$ cat config.mk
export PLATFORM = sky130hd
export DESIGN_NAME = vtg_lfsr_timing
export DESIGN_NICKNAME = d
export VERILOG_FILES = /design/src/rtl/vtg_pkg.sv /design/src/rtl/vtg_lfsr_reg.sv /design/src/rtl/vtg_win_flag.sv /design/src/rtl/vtg_out_stage.sv /design/src/rtl/vtg_lfsr_timing.sv
export SDC_FILE = /design/constraint.sdc
export NUM_CORES = 1
export LEC_CHECK = 0
export BUFFER_PORTS_ARGS = -buffer_cell sky130_fd_sc_hd__buf_4
export CAP_MARGIN = 10
export CORE_ASPECT_RATIO = 2
export CORE_UTILIZATION = 50
export DETAILED_ROUTE_END_ITERATION = 10
export PLACE_DENSITY = 0.88
export SYNTH_ARGS = -nofsm -noshare
export SYNTH_HDL_FRONTEND = slang
export SYNTH_HIERARCHICAL = 1
export SYNTH_SLANG_ARGS = --single-unit
$ cat constraint.sdc
create_clock -name clk -period 3.3 [get_ports clk]
set_clock_uncertainty 0.05 [all_clocks]
set_input_delay 0.495 -clock clk [delete_from_list [all_inputs] [get_ports clk]]
set_output_delay 0.495 -clock clk [all_outputs]
set_load 0.02 [all_outputs]
$ cat src/rtl/vtg_pkg.sv
package vtg_pkg;
   // window slots compared against a position
   localparam int WIN_HACT  = 0;
   localparam int WIN_HSYNC = 1;
   localparam int WIN_VACT  = 2;
   localparam int WIN_VSYNC = 3;
   localparam int NUM_WIN   = 4;

   // blank-mode codes
   localparam int unsigned BLANK_NONE     = 0;
   localparam int unsigned BLANK_SYNC_OFF = 1;

   // first slot of the vertical group
   localparam int FIRST_V_WIN = WIN_VACT;
endpackage

$ cat src/rtl/vtg_lfsr_reg.sv
module vtg_lfsr_reg #(
   parameter int            W        = 16,
   parameter logic [W-1:0]  TAP_MASK = 16'h8016
) (
   input  logic         clk,
   input  logic         rst,
   input  logic         adv,
   input  logic         reload,
   output logic [W-1:0] q
);
   localparam logic [W-1:0] SEED = '1;

   logic         fb;
   logic [W-1:0] step;

   always_comb begin
      fb   = ^(q & TAP_MASK);
      step = {q[W-2:0], fb};
   end

   always_ff @(posedge clk) begin
      if (rst)         q <= SEED;
      else if (reload) q <= SEED;
      else if (adv)    q <= step;
   end
endmodule

$ cat src/rtl/vtg_win_flag.sv
module vtg_win_flag #(
   parameter int W = 16
) (
   input  logic         clk,
   input  logic         rst,
   input  logic [W-1:0] pos,
   input  logic [W-1:0] set_val,
   input  logic [W-1:0] clr_val,
   output logic         nxt
);
   logic cur;

   // clear has priority so an empty window stays empty
   always_comb begin
      if (pos == clr_val)      nxt = 1'b0;
      else if (pos == set_val) nxt = 1'b1;
      else                     nxt = cur;
   end

   always_ff @(posedge clk) begin
      if (rst) cur <= 1'b0;
      else     cur <= nxt;
   end
endmodule

$ cat src/rtl/vtg_out_stage.sv
module vtg_out_stage
   import vtg_pkg::*;
#(
   parameter int MODE_W        = 8,
   parameter bit SYNC_ACT_HIGH = 1'b1
) (
   input  logic              clk,
   input  logic              rst,
   input  logic              hact_n,
   input  logic              vact_n,
   input  logic              hsy_n,
   input  logic              vsy_n,
   input  logic              h_home,
   input  logic              v_home,
   input  logic [MODE_W-1:0] blank_mode,
   output logic              hsync,
   output logic              vsync,
   output logic              disp_en,
   output logic              line_start,
   output logic              frame_start
);
   logic pic_ok, sync_kill;
   logic hs_q, vs_q;

   always_comb begin
      pic_ok    = (blank_mode == MODE_W'(BLANK_NONE));
      sync_kill = (blank_mode == MODE_W'(BLANK_SYNC_OFF));
   end

   always_ff @(posedge clk) begin
      if (rst) begin
         hs_q        <= 1'b0;
         vs_q        <= 1'b0;
         disp_en     <= 1'b0;
         line_start  <= 1'b0;
         frame_start <= 1'b0;
      end else begin
         hs_q        <= hsy_n & ~sync_kill;
         vs_q        <= vsy_n & ~sync_kill;
         disp_en     <= hact_n & vact_n & pic_ok;
         line_start  <= h_home;
         frame_start <= h_home & v_home;
      end
   end

   generate
      if (SYNC_ACT_HIGH) begin : g_pos_sync
         assign hsync = hs_q;
         assign vsync = vs_q;
      end else begin : g_neg_sync
         assign hsync = ~hs_q;
         assign vsync = ~vs_q;
      end
   endgenerate
endmodule

$ cat src/rtl/vtg_lfsr_timing.sv
module vtg_lfsr_timing
   import vtg_pkg::*;
#(
   parameter int               POS_W         = 16,
   parameter logic [POS_W-1:0] TAP_MASK      = 16'h8016,
   parameter int               MODE_W        = 8,
   parameter bit               SYNC_ACT_HIGH = 1'b1
) (
   input  logic              clk,
   input  logic              rst,
   input  logic [POS_W-1:0]  x_act_start,
   input  logic [POS_W-1:0]  x_act_end,
   input  logic [POS_W-1:0]  y_act_start,
   input  logic [POS_W-1:0]  y_act_end,
   input  logic [POS_W-1:0]  x_last,
   input  logic [POS_W-1:0]  y_last,
   input  logic [POS_W-1:0]  hs_on,
   input  logic [POS_W-1:0]  hs_off,
   input  logic [POS_W-1:0]  vs_on,
   input  logic [POS_W-1:0]  vs_off,
   input  logic [MODE_W-1:0] blank_mode,
   output logic              hsync,
   output logic              vsync,
   output logic              disp_en,
   output logic              line_start,
   output logic              frame_start
);
   localparam logic [POS_W-1:0] SEED = '1;

   generate
      if (POS_W < 4) begin : g_chk_w
         $error("vtg_lfsr_timing: POS_W must be at least 4");
      end
      if (TAP_MASK[POS_W-1] != 1'b1) begin : g_chk_tap
         $error("vtg_lfsr_timing: TAP_MASK must include the top bit");
      end
      if (MODE_W < 1) begin : g_chk_mode
         $error("vtg_lfsr_timing: MODE_W must be at least 1");
      end
   endgenerate

   logic [POS_W-1:0] h_pos, v_pos;
   logic             h_wrap, v_wrap, h_home, v_home;

   always_comb begin
      h_wrap = (h_pos == x_last);
      v_wrap = h_wrap & (v_pos == y_last);
      h_home = (h_pos == SEED);
      v_home = (v_pos == SEED);
   end

   vtg_lfsr_reg #(.W(POS_W), .TAP_MASK(TAP_MASK)) u_hpos (
      .clk(clk), .rst(rst), .adv(1'b1), .reload(h_wrap), .q(h_pos)
   );

   vtg_lfsr_reg #(.W(POS_W), .TAP_MASK(TAP_MASK)) u_vpos (
      .clk(clk), .rst(rst), .adv(h_wrap), .reload(v_wrap), .q(v_pos)
   );

   logic [POS_W-1:0] w_set [NUM_WIN];
   logic [POS_W-1:0] w_clr [NUM_WIN];
   logic [NUM_WIN-1:0] w_nxt;

   always_comb begin
      w_set[WIN_HACT]  = x_act_start;
      w_clr[WIN_HACT]  = x_act_end;
      w_set[WIN_HSYNC] = hs_on;
      w_clr[WIN_HSYNC] = hs_off;
      w_set[WIN_VACT]  = y_act_start;
      w_clr[WIN_VACT]  = y_act_end;
      w_set[WIN_VSYNC] = vs_on;
      w_clr[WIN_VSYNC] = vs_off;
   end

   // horizontal windows watch h_pos, vertical windows watch v_pos
   for (genvar gi = 0; gi < NUM_WIN; gi++) begin : g_win
      if (gi < FIRST_V_WIN) begin : g_h
         vtg_win_flag #(.W(POS_W)) u_flag (
            .clk(clk), .rst(rst), .pos(h_pos),
            .set_val(w_set[gi]), .clr_val(w_clr[gi]), .nxt(w_nxt[gi])
         );
      end else begin : g_v
         vtg_win_flag #(.W(POS_W)) u_flag (
            .clk(clk), .rst(rst), .pos(v_pos),
            .set_val(w_set[gi]), .clr_val(w_clr[gi]), .nxt(w_nxt[gi])
         );
      end
   end

   vtg_out_stage #(.MODE_W(MODE_W), .SYNC_ACT_HIGH(SYNC_ACT_HIGH)) u_out (
      .clk(clk), .rst(rst),
      .hact_n(w_nxt[WIN_HACT]), .vact_n(w_nxt[WIN_VACT]),
      .hsy_n(w_nxt[WIN_HSYNC]), .vsy_n(w_nxt[WIN_VSYNC]),
      .h_home(h_home), .v_home(v_home), .blank_mode(blank_mode),
      .hsync(hsync), .vsync(vsync), .disp_en(disp_en),
      .line_start(line_start), .frame_start(frame_start)
   );
endmodule

==> flow_summary.yaml, run 1 <==
routing:
  detail-route-antenna-nets: 0
  drc: 0
  wl_um: 11500
  num_vias: 3442
  post_drt_wl_per_cell_um: 18.3
  drt_first_pass_iters: 5
  initialDrtViolationCount: 132
  vias_per_cell: 5.47
clocking:
  cts_buffers: 5
  hold_buffers: 0
  cts_buffer_depth: 2
  ctsResizeCount: 0
  cts_tree: "built"
  post_cts_buffers: 0
  clkTransAtPathRegs_ps: 60
  cts-root-buf: "clkbuf_16"
  htreeDepth: 2
  cts.sinks: 41
  clock_latency_ps: 280
yosys:
  ys_seq_area_share_pct: 24.0
  synthTopCellsByArea: "xnor2_1 24%, dfxtp_1 24%, xor2_1 18%"
  synth_top_area_share_pct: 24.0
  yosysUniqueCellTypes: 26
  yosys.area.top_type: "xnor2_1"
  netlist_area_um2: 3420
  async_flop_share_pct: 0
  ys.flop_type: "dfxtp_1"
  syn_area_per_cell_um2: 9.51
  synth_common_cells: "94 x xnor2_1, 72 x xor2_1, 41 x dfxtp_1"
  yosys_warnings: 6
  synth-seq-cells: 41
  synthCells: 360
  synth_edf_count: 0
  syn_nets: 530
  synth_most_common_cell: "xnor2_1"
floorplan:
  die-area_um2: 7200
  start_util_pct: 51.7
  die_h_um: 119
  top_level_ports: 175
  row_count: 42
  die_width_um: 60.5
  coreArea_um2: 6620
timing:
  setup_slack_ps: 1010
  tightest_slew_ps: 603
  fin_crit_ps: 2290
  period_share_pct: 69.3
  finalHoldViolations: 0
  setup_viol: 0
  rsz0062_at_grt: "no"
  maxSlewViolCount: 0
  slew_headroom_pct: 59.8
  tns_ps: 0
  fmax_mhz: 437
setup_path:
  reg2reg_slack_ps: 1010
  slowest_delay_ps: 590
  rr_worst_depth: 7
  crit_arrival_ps: 2450
  start_kind: "flop"
  slowest_stage: "dfxtp_1"
  worstSetupEndpointType: "flop"
  required_ps: 3460
  crit_type: "flop to flop"
  crit_path_cell_trace: "xnor2_1, nand4_1, nor4_4, buf_4, and4_1, nor2_2, a31oi_1"
  cp_max_fo: 20
placed_design:
  dp.final_hpwl_um: 9330
  io_buffer_count: 174
  dpl.cell_count: 622
  place_congestion: 0.874
  place_ws_ps: 1020
status:
  status: "complete, no violations"
final_layout:
  insertedDiodeCount: 0
  area_delta_synth_final_pct: 45.5
  fillers: 490
  num-nets-final: 711
  final_cells: 629
  layout-drive-gt1-share_pct: 38.8
pwr:
  peakVddDrop_mv: 0.257
  leakagePower_nw: 2.03
  power_density_nw_per_um2: 266
global_route:
  grt_usage_pct: 31.5
  grt_pass1_vias: 3563
  antenna_found_initial: 0
  grt_max_degree: 21
  overflow: 0
  grt_pass1_wl_um: 16800
job:
  cap_violations: 0
min_path:
  hold_path.class: "input port to flop"
  hold_depth: 3
[worst max-delay path: cells and delay by family, from the launching register on]
kind / cells / cell delay [ps]
xor+xnor: 1 / 170
flops: 1 / 590
buf+inv: 1 / 330
simple gates: 4 / 890
compound gates: 1 / 180
[power by group]
part           switching (W)  internal (W)  total (W)
combinational       0.000127      0.000210   0.000337
sequential        0.00000452      0.000500   0.000505
clock               0.000185      0.000297   0.000482
total               0.000316       0.00101    0.00132
[sequential cells by signal (all words and copies together), names as in the netlist]
name	flops
g_win.g_v.u_flag/cur	2
u_out/line_start	1
g_win.g_h.u_flag/cur	2
u_out/frame_start	1
u_out/vsync	1
u_vpos/q	16
u_out/hsync	1
u_out/disp_en	1
u_hpos/q	16
[cell type report]
type | instances | area [um^2] | share of cell area (%)
clock buffers | 7 | 143 | 2.86
multi-input cells | 313 | 2560 | 51.3
flip-flops and latches | 41 | 821 | 16.5
well taps | 88 | 110 | 2.21
repair buffers | 180 | 1350 | 27.1
[worst paths after layout]
path | start | end
worst max-delay path | u_hpos/q[10] | u_vpos/q[0]
worst min-delay path | blank_mode[6] | u_out/vsync
worst max register to register | u_hpos/q[10] | u_vpos/q[0]
worst min register to register | g_win[3].g_v.u_flag/cur | g_win[3].g_v.u_flag/cur
[metal layers]
metal / wire [um] / vias up / track usage (%)
met5: 0 / - / 0
met4: 682 / 0 / 18.5
met3: 757 / 53 / 6.41
met2: 6450 / 212 / 61.0
met1: 3640 / 1561 / 26.9
li1: - / 1616 / -
[logic make-up after synthesis]
group	after synthesis	synth area share, %
compound gates	8	1.68
buf+inv	6	1.61
xor+xnor	166	42.5
mux	30	8.77
simple gates	108	21.4
flops	41	24.0
other cells	1	0.110
[per-stage QoR]
stage          hold WS, ps  utilization [%]  cell area [um^2]  power, W
6_report               438             75.2              4980   0.00132
2_1_floorplan          407                -              3420  0.000649
3_5_place_dp           438             73.1              4840  0.000849
5_1_grt                439             75.2              4980   0.00137
3_3_place_gp           422             73.1              4840  0.000842
4_1_cts                430             75.2              4980   0.00133
[cell usage in the layout, fill, tap and decap left out]
master / n
xnor2_1: 94
nor4bb_1: 1
nand2b_1: 2
nand4_1: 30
a41oi_1: 4
dfxtp_1: 41
nor2_1: 5
and2_1: 1
nor2_2: 2
nor4_1: 10
nand2_1: 30
nor4b_1: 1
nor3_1: 1
clkbuf_1: 1
xor2_1: 72
nor2b_1: 1
clkbuf_16: 5
clkbuf_8: 1
a21oi_1: 2
mux2i_1: 30
and3_1: 1
buf_4: 180
nor4_4: 2
a31oi_1: 2
and4_1: 1
nor3_2: 4
nor4_2: 16
conb_1: 1
No activity file was read; power rests on OpenSTA's default activity.
==> inputs of run 2 (changes only) <==
--- a/config.mk
+++ b/config.mk
@@ -8,9 +8,9 @@
 export BUFFER_PORTS_ARGS = -buffer_cell sky130_fd_sc_hd__buf_4
 export CAP_MARGIN = 10
 export CORE_ASPECT_RATIO = 2
-export CORE_UTILIZATION = 50
+export CORE_UTILIZATION = 42
 export DETAILED_ROUTE_END_ITERATION = 10
-export PLACE_DENSITY = 0.88
+export PLACE_DENSITY = 0.79
 export SYNTH_ARGS = -nofsm -noshare
 export SYNTH_HDL_FRONTEND = slang
 export SYNTH_HIERARCHICAL = 1
==> constraint.sdc (replaced) <==
create_clock -name clk -period 1.87 [get_ports clk]
set_clock_uncertainty 0.05 [all_clocks]
set_input_delay 0.2805 -clock clk [delete_from_list [all_inputs] [get_ports clk]]
set_output_delay 0.2805 -clock clk [all_outputs]
set_load 0.02 [all_outputs]
==> flow_summary.yaml, run 2 (synthesis gave the netlist of run 1 again) <==
timing:
  tightest_slew_ps: 641
  finalHoldViolations: 0
  period_share_pct: 99.6
  rsz0062_at_grt: "yes"
  slew_headroom_pct: 57.2
  setup_viol: 0
  tns_ps: 0
  fmax_mhz: 537
  setup_slack_ps: 7.81
  maxSlewViolCount: 0
  fin_crit_ps: 1860
floorplan:
  die_width_um: 65.8
  top_level_ports: 175
  die_h_um: 130
  start_util_pct: 43.4
  row_count: 46
  coreArea_um2: 7890
  die-area_um2: 8540
setup_path:
  reg2reg_slack_ps: 8
  slowest_delay_ps: 450
  crit_path_cell_trace: "xnor2_1, nand4_1, nor4_4, and4_1, nor2_2, buf_4, nand2_2"
  rr_worst_depth: 7
  required_ps: 2040
  crit_arrival_ps: 2030
  crit_type: "flop to flop"
  start_kind: "flop"
  slowest_stage: "nor4_4"
  rr_startpoint: "u_hpos/q[3]"
  reg2reg_to: "u_vpos/q[5]"
  cp_max_fo: 5
  worstSetupEndpointType: "flop"
clocking:
  post_cts_buffers: 0
  cts_tree: "built"
  cts_buffer_depth: 2
  htreeDepth: 2
  hold_buffers: 0
  cts-root-buf: "clkbuf_16"
  cts.sinks: 41
  clock_latency_ps: 280
  clkTransAtPathRegs_ps: 60
  cts_buffers: 5
placed_design:
  dpl-instance-area_um2: 5250
  dpl.cell_count: 676
  io_buffer_count: 174
  place_ws_ps: -25.6
  place_congestion: 0.903
  dp.final_hpwl_um: 10900
final_layout:
  final_cells: 684
  layout-drive-gt1-share_pct: 48.5
  area_delta_synth_final_pct: 62.5
  layout_commonest_cell: "buf_4"
  final_area_um2: 5560
  insertedDiodeCount: 0
  final_util_pct: 70.6
  layout_common_cells: "218 x buf_4, 89 x xnor2_1, 72 x xor2_1"
  num-nets-final: 757
  reg.largest.list: "u_hpos/q x16, u_vpos/q x16"
min_path:
  hold_depth: 3
  hold_end: "u_out/hsync"
  hold_path.class: "input port to flop"
  hp-start: "blank_mode[6]"
pwr:
  leakagePower_nw: 2.33
  peakVddDrop_mv: 0.423
  power_density_nw_per_um2: 454
global_route:
  grt_pass1_vias: 3879
  grt_usage_pct: 30.2
  overflow: 0
  grt_max_degree: 18
  grt_pass1_wl_um: 18800
  antenna_found_initial: 0
job:
  cap_violations: 0
routing:
  initialDrtViolationCount: 140
  post_drt_wl_per_cell_um: 19.2
  detail-route-antenna-nets: 0
  num_vias: 3652
  drt_first_pass_iters: 4
  wl_um: 13100
  vias_per_cell: 5.34
  drc: 0
status:
  status: "complete, no violations"
-- run 2: repair_timing --
item	in CTS	in global routing
gates resized for setup	2	33
endpoints found under the setup margin	9	28
pin swaps	0	8
gates cloned	0	0
-- run 2: layer usage --
metal  track usage, %  part of all wire, %
met1             25.3                   31
met2             59.0                   57
met3             4.14                  4.5
met4             24.4                  6.8
met5                0                    0
-- run 2: area by class of cell --
type                            count  area, um^2
Clock buffer                        7         143
Clock inverter                      1        30.0
Fill cell                         620        2320
Multi-Input combinational cell    313        2660
Sequential cell                    41         855
Tap cell                           96         120
Timing Repair Buffer              226        1760
-- run 2: how the worst max path moves through the flow --
stage | from | end | slack (ps) | depth (start not counted)
2_1_floorplan | u_hpos/q[6] | u_vpos/q[5] | 5 | 7
3_3_place_gp | u_vpos/q[7] | u_vpos/q[5] | -10 | 7
3_5_place_dp | u_vpos/q[7] | u_vpos/q[5] | -30 | 7
4_1_cts | u_hpos/q[2] | u_vpos/q[5] | 40 | 7
5_1_grt | u_hpos/q[3] | u_vpos/q[5] | -40 | 7
6_report | u_hpos/q[3] | u_vpos/q[5] | 8 | 7
-- run 2: power breakdown --
group	total (W)	internal (W)	switching [W]
logic	0.000633	0.000386	0.000246
clock network	0.00101	0.000667	0.000345
registers	0.000883	0.000875	0.00000831
total	0.00253	0.00193	0.000600
-- run 2: per-stage QoR --
step                      hold WS [ps]  power, W
after floorplan                    300   0.00115
after global placement             425   0.00151
after detailed placement           450   0.00152
after CTS                          213   0.00254
after global routing               249   0.00262
final                              215   0.00253
-- run 2: critical path: cells and delay by family (launching register included) --
kind                      cells  cell delay (ps)
and+or+nand+nor               5             1090
DFF                           1              330
xor gates and xnor gates      1              160
buffers and inverters         1              160
